$ cat config.mk
export PLATFORM = sky130hd
export DESIGN_NAME = page_wr_seq
export DESIGN_NICKNAME = d
export VERILOG_FILES = /design/src/rtl/pws_pkg.sv /design/src/rtl/pws_page_latch.sv /design/src/rtl/pws_busy_timer.sv /design/src/rtl/page_wr_seq.sv
export SDC_FILE = /design/constraint.sdc
export NUM_CORES = 1
export LEC_CHECK = 0
export BUFFER_PORTS_ARGS = -buffer_cell sky130_fd_sc_hd__clkbuf_2
export CAP_MARGIN = 20
export CORE_ASPECT_RATIO = 1.5
export CORE_MARGIN = 2
export CORE_UTILIZATION = 55
export CTS_CLUSTER_SIZE = 40
export DETAILED_ROUTE_END_ITERATION = 10
export HOLD_SLACK_MARGIN = 0.15
export PLACE_DENSITY = 0.81
export SLEW_MARGIN = 20
export SYNTH_ARGS = -nofsm -noshare
export SYNTH_HDL_FRONTEND = slang
export SYNTH_SLANG_ARGS = --single-unit
$ cat constraint.sdc
create_clock -name clk -period 3.6 [get_ports clk]
set_input_delay 0.9 -clock clk [delete_from_list [all_inputs] [get_ports clk]]
set_output_delay 0.9 -clock clk [all_outputs]
set_load 0.1 [all_outputs]
$ cat src/rtl/pws_pkg.sv
package pws_pkg;
    typedef enum logic [1:0] {
        ST_IDLE = 2'd0,
        ST_FILL = 2'd1,
        ST_PROG = 2'd2
    } pws_state_e;
endpackage

$ cat src/rtl/pws_page_latch.sv
// Page latch: one data register and one filled flag per slot.
module pws_page_latch #(
    parameter  int ENTRIES = 16,
    parameter  int DATA_W  = 8,
    localparam int IDX_W   = $clog2(ENTRIES)
) (
    input  logic               clk,
    input  logic               rst_n,
    input  logic               clr,
    input  logic               wr_en,
    input  logic [IDX_W-1:0]   wr_idx,
    input  logic [DATA_W-1:0]  wr_data,
    input  logic [IDX_W-1:0]   rd_idx,
    output logic [DATA_W-1:0]  rd_data,
    output logic [ENTRIES-1:0] fill_mask
);
    logic [DATA_W-1:0] data_q [ENTRIES];
    logic [DATA_W-1:0] data_d [ENTRIES];
    logic [ENTRIES-1:0] mask_q, mask_d;

    for (genvar e = 0; e < ENTRIES; e++) begin : g_slot
        logic hit;
        assign hit = wr_en && (wr_idx == IDX_W'(e));

        always_comb begin
            data_d[e] = data_q[e];
            mask_d[e] = mask_q[e];
            if (clr) begin
                mask_d[e] = 1'b0;
            end else if (hit) begin
                data_d[e] = wr_data;
                mask_d[e] = 1'b1;
            end
        end

        always_ff @(posedge clk or negedge rst_n) begin
            if (!rst_n) begin
                data_q[e] <= '0;
                mask_q[e] <= 1'b0;
            end else begin
                data_q[e] <= data_d[e];
                mask_q[e] <= mask_d[e];
            end
        end
    end

    assign rd_data   = data_q[rd_idx];
    assign fill_mask = mask_q;
endmodule

$ cat src/rtl/pws_busy_timer.sv
// Busy window counter: runs for CYCLES clocks after start.
module pws_busy_timer #(
    parameter  int CYCLES = 40,
    localparam int CNT_W  = $clog2(CYCLES + 1)
) (
    input  logic             clk,
    input  logic             rst_n,
    input  logic             start,
    output logic             run,
    output logic [CNT_W-1:0] count,
    output logic             last
);
    typedef struct packed {
        logic             run;
        logic [CNT_W-1:0] cnt;
    } tim_t;

    tim_t tim_d, tim_q;

    assign last = tim_q.run && (tim_q.cnt == CNT_W'(CYCLES - 1));

    always_comb begin
        tim_d = tim_q;
        if (tim_q.run) begin
            if (last) begin
                tim_d.run = 1'b0;
                tim_d.cnt = '0;
            end else begin
                tim_d.cnt = tim_q.cnt + 1'b1;
            end
        end else if (start) begin
            tim_d.run = 1'b1;
            tim_d.cnt = '0;
        end
    end

    always_ff @(posedge clk or negedge rst_n) begin
        if (!rst_n) tim_q <= '0;
        else        tim_q <= tim_d;
    end

    assign run   = tim_q.run;
    assign count = tim_q.cnt;
endmodule

$ cat src/rtl/page_wr_seq.sv
// Page write sequencer: collect bytes into a page latch, commit on stop.
module page_wr_seq #(
    parameter  int ADDR_W      = 9,
    parameter  int DATA_W      = 8,
    parameter  int PAGE_BYTES  = 16,
    parameter  int BUSY_CYCLES = 40,
    localparam int IDX_W       = $clog2(PAGE_BYTES),
    localparam int HI_W        = ADDR_W - IDX_W,
    localparam int CNT_W       = $clog2(BUSY_CYCLES + 1)
) (
    input  logic              clk,
    input  logic              rst_n,
    input  logic              addr_load,
    input  logic [ADDR_W-1:0] start_addr,
    input  logic              byte_valid,
    input  logic [DATA_W-1:0] byte_data,
    input  logic              stop,
    input  logic              stop_mid,
    input  logic              wp,
    output logic              busy,
    output logic              mem_we,
    output logic [ADDR_W-1:0] mem_addr,
    output logic [DATA_W-1:0] mem_wdata
);
    typedef struct packed {
        pws_pkg::pws_state_e st;
        logic [HI_W-1:0]     hi;
        logic [IDX_W-1:0]    ptr;
    } ctl_t;

    ctl_t ctl_d, ctl_q;

    logic                  lat_clr, lat_wr, tim_start;
    logic                  tim_run, tim_last;
    logic [CNT_W-1:0]      tim_cnt;
    logic [PAGE_BYTES-1:0] mask;
    logic [DATA_W-1:0]     rd_data;
    logic                  end_req;

    assign end_req = stop || stop_mid;

    always_comb begin
        ctl_d     = ctl_q;
        lat_clr   = 1'b0;
        lat_wr    = 1'b0;
        tim_start = 1'b0;
        case (ctl_q.st)
            pws_pkg::ST_IDLE: begin
                if (addr_load) begin
                    ctl_d.hi  = start_addr[ADDR_W-1:IDX_W];
                    ctl_d.ptr = start_addr[IDX_W-1:0];
                    ctl_d.st  = pws_pkg::ST_FILL;
                    lat_clr   = 1'b1;
                end
            end
            pws_pkg::ST_FILL: begin
                if (end_req) begin
                    if ((|mask) && !wp) begin
                        ctl_d.st  = pws_pkg::ST_PROG;
                        tim_start = 1'b1;
                    end else begin
                        ctl_d.st = pws_pkg::ST_IDLE;
                        lat_clr  = 1'b1;
                    end
                end else if (addr_load) begin
                    ctl_d.hi  = start_addr[ADDR_W-1:IDX_W];
                    ctl_d.ptr = start_addr[IDX_W-1:0];
                    lat_clr   = 1'b1;
                end else if (byte_valid) begin
                    lat_wr    = 1'b1;
                    ctl_d.ptr = ctl_q.ptr + 1'b1;
                end
            end
            pws_pkg::ST_PROG: begin
                if (tim_last) begin
                    ctl_d.st = pws_pkg::ST_IDLE;
                    lat_clr  = 1'b1;
                end
            end
            default: ctl_d.st = pws_pkg::ST_IDLE;
        endcase
    end

    always_ff @(posedge clk or negedge rst_n) begin
        if (!rst_n) ctl_q <= '{st: pws_pkg::ST_IDLE, default: '0};
        else        ctl_q <= ctl_d;
    end

    pws_page_latch #(
        .ENTRIES (PAGE_BYTES),
        .DATA_W  (DATA_W)
    ) latch_i (
        .clk       (clk),
        .rst_n     (rst_n),
        .clr       (lat_clr),
        .wr_en     (lat_wr),
        .wr_idx    (ctl_q.ptr),
        .wr_data   (byte_data),
        .rd_idx    (tim_cnt[IDX_W-1:0]),
        .rd_data   (rd_data),
        .fill_mask (mask)
    );

    pws_busy_timer #(
        .CYCLES (BUSY_CYCLES)
    ) timer_i (
        .clk   (clk),
        .rst_n (rst_n),
        .start (tim_start),
        .run   (tim_run),
        .count (tim_cnt),
        .last  (tim_last)
    );

    // Slot index walks with the timer during the first PAGE_BYTES busy cycles.
    assign busy      = tim_run;
    assign mem_we    = (ctl_q.st == pws_pkg::ST_PROG) && tim_run
                       && (tim_cnt < CNT_W'(PAGE_BYTES))
                       && mask[tim_cnt[IDX_W-1:0]];
    assign mem_addr  = {ctl_q.hi, tim_cnt[IDX_W-1:0]};
    assign mem_wdata = rd_data;
endmodule

==> reports/results.tsv <==
stage	metric	value	unit
yosys	synth-seq-cells	162	
yosys	yosysSeqAreaShare	0.534	
worst_setup_path	worstPathArrival	2.57	ns
power	vdd_drop_max	726	uV
detailed_routing	drtIter0Drc	278	
global_routing	grt_start_max_net_pins	90	
yosys	synth_fp_nets	555	
worst_setup_path	cpPeakStageDelay	0.74	ns
die	die-area	14800	sq um
cts	cts_hold_buf	0	
yosys	ys_types	47	
detailed_routing	met2WireLength	8900	microns
die	die_w	100	microns
layout	drive_gt1_frac	0.465	
detailed_routing	wl_per_cell	22.4	microns
yosys	synth_area_leader_cell	dfrtp_1	
timing	hold_violations	0	
global_routing	track_usage	0.238	
cts	cts_root_buf	clkbuf_16	
placement	hpwl	11000	microns
worst_setup_path	path_depth	4	
timing	slew_headroom	0.444	
yosys	synthTopCellsByArea	dfrtp_1, mux2_2, mux4_2	
worst_setup_path	reg2reg_depth	4	
yosys	synth_edf_count	0	
global_routing	grt_pass1_wl	26800	microns
cts	clock_path_buffers	2	
power	power_density	731	nW/um^2
worst_setup_path	critical_path.top_delay_family	flip-flops	
layout	fin_cells	730	
yosys	yosysWarnings	0	
worst_setup_path	crit_fanout	13	
placement	dp.cells	698	
layout	syn2layout_area_growth	12.8	%
die	die_y	148	microns
worst_setup_path	worst_path_max_delay_cell	dfrtp_1	
worst_setup_path	crit_type	flip-flop to output port	
cts	clk_pin_slew_worst_paths	0.07	ns
layout	mostFrequentLayoutCell	dfrtp_1	
cts	numCtsBuffers	17	
yosys	async_flop_share	1.00	
run_status	status	finished clean	
die	start_util	0.564	
worst_hold_path	hold_depth	1	
global_routing	grt_pass1_vias	5068	
detailed_routing	drt_wl_total	16300	microns
worst_setup_path	cp.required	2.70	ns
detailed_routing	ant_nets	0	
timing	holdWs	0.495	ns
worst_setup_path	end_kind	output port	
global_routing	antenna_found_initial	0	
power	power.leakage	0.00413	uW
yosys	synthFlopType	dfrtp_1	
die	num_rows	52	
run	drv_cap	0	
timing	max_freq	0.288	GHz
global_routing	overflow	0	
cts	cts_tree	built	
cts	htree_levels	4	
detailed_routing	met1_length	6200	microns
worst_setup_path	critPathLaunchType	flip-flop	
worst_setup_path	worstPathBufferInverterCount	1	
timing	rsz0062_at_grt	no	
placement	port-buffer-count	42	
cts	clock_sinks	162	
yosys	synthesis.area	7600	sq um
worst_hold_path	hold_path.class	flip-flop to flip-flop	
layout	final_cell_mix	dfrtp_1, mux2_2, clkbuf_2, mux4_2, o22ai_1	
detailed_routing	num_vias	4690	
layout	finalNetCount	584	
detailed_routing	first_pass_iters	4	
timing	period_minus_slack	3.47	ns
timing	timing.final.crit_share	0.965	
die	io_pins	43	
timing	clock_skew	0.00772	ns
timing	setup_viol_count_final	0	
cts	postCtsSetupBuffers	0	
yosys	synthCells	526	
layout	insertedDiodeCount	0	
detailed_routing	dr_wl_met3	759	microns
die	core_area	13500	sq um
cts	cts_repair_resize_count	0	
yosys	synth.top_cell.area_share	0.534	
detailed_routing	route.detailed.drc	0	
detailed_routing	viasPerCell	6.42	
cts	clkLatencyLatePin	0.42	ns
timing	drv_slew	0	
timing	timing.setup.tns	0	ns
yosys	syn_avg_cell_area	14.4	sq um
placement	place.gp.congestion	0.868	
worst_setup_path	cp_cell_sequence	mux4_2 > o22ai_1 > nor2_1 > clkbuf_2	
detailed_routing	top_layer	met4	
timing	worst_pin_slew	0.834	ns
[report_power, final]
part	internal [uW]	switching [uW]
Sequential	2060	240
Clock	1060	800
Combinational	655	1460
Total	3770	2500
[synth_stat cells (all sizes together) (2+ instances only)]
cell    number
dfrtp      162
buf         17
mux4        36
or3          3
nor3b        2
mux2       133
nor3         3
o21ai       12
nand3        5
a21oi        4
nand2       23
o22ai       18
nor2        12
nand2b       9
nor4         5
clkbuf      23
a22o        16
or3b         2
mux2i        2
inv          7
nor2b        3
or4          5
o21a         3
or2          2
ha           5
[worst paths after layout]
kind                                       to                from  slack [ns]
setup / recovery                 mem_wdata[6]    timer_i.count[1]        0.13
min in group asynchronous         mem_addr[6]               rst_n        0.55
setup reg to reg           latch_i.data_q[36]           ctl_q[10]        1.08
hold / removal             latch_i.data_q[88]  latch_i.data_q[88]        0.49
max in group asynchronous  latch_i.data_q[95]               rst_n        2.33
hold reg to reg            latch_i.data_q[88]  latch_i.data_q[88]        0.49
[flip-flops by register name (all words and copies together), names as in the netlist]
register           cells
timer_i.count          6
ctl_q                  6
mem_addr               5
latch_i.data_q       128
timer_i.run            1
latch_i.fill_mask     16
[through the flow]
step,total power [uW],setup slack (ns),instance area [sq um],utilization
floorplan,3990,0.0581,7620,-
global placement,4390,0.568,7950,0.590
detailed placement,4450,0.561,7950,0.590
CTS,6310,0.113,8570,0.636
global route,6520,0.0450,8570,0.636
finish,6270,0.127,8570,0.636
[cell type report]
cell class	instances	area (sq um)
clock inverters	15	193
well taps	162	203
clock buffers	17	425
repair buffers	50	329
multi-input cells	317	3340
fillers	931	4900
inverters	7	26.3
flip-flops and latches	162	4060
[kinds of logic after synthesis]
logic type | after synthesis | synth area share
xor+xnor | 1 | 0.00115
buf+inv | 47 | 0.0295
compound gates | 62 | 0.0563
simple gates | 78 | 0.0649
fa+ha+maj | 5 | 0.00823
flops | 162 | 0.534
mux | 171 | 0.306
[metal layers]
layer,global-route usage,up-vias
li1,-,2027
met3,0.0482,40
met1,0.289,2475
met4,0.102,0
met5,0,-
met2,0.410,148
Power figures use the tool's default switching activity.
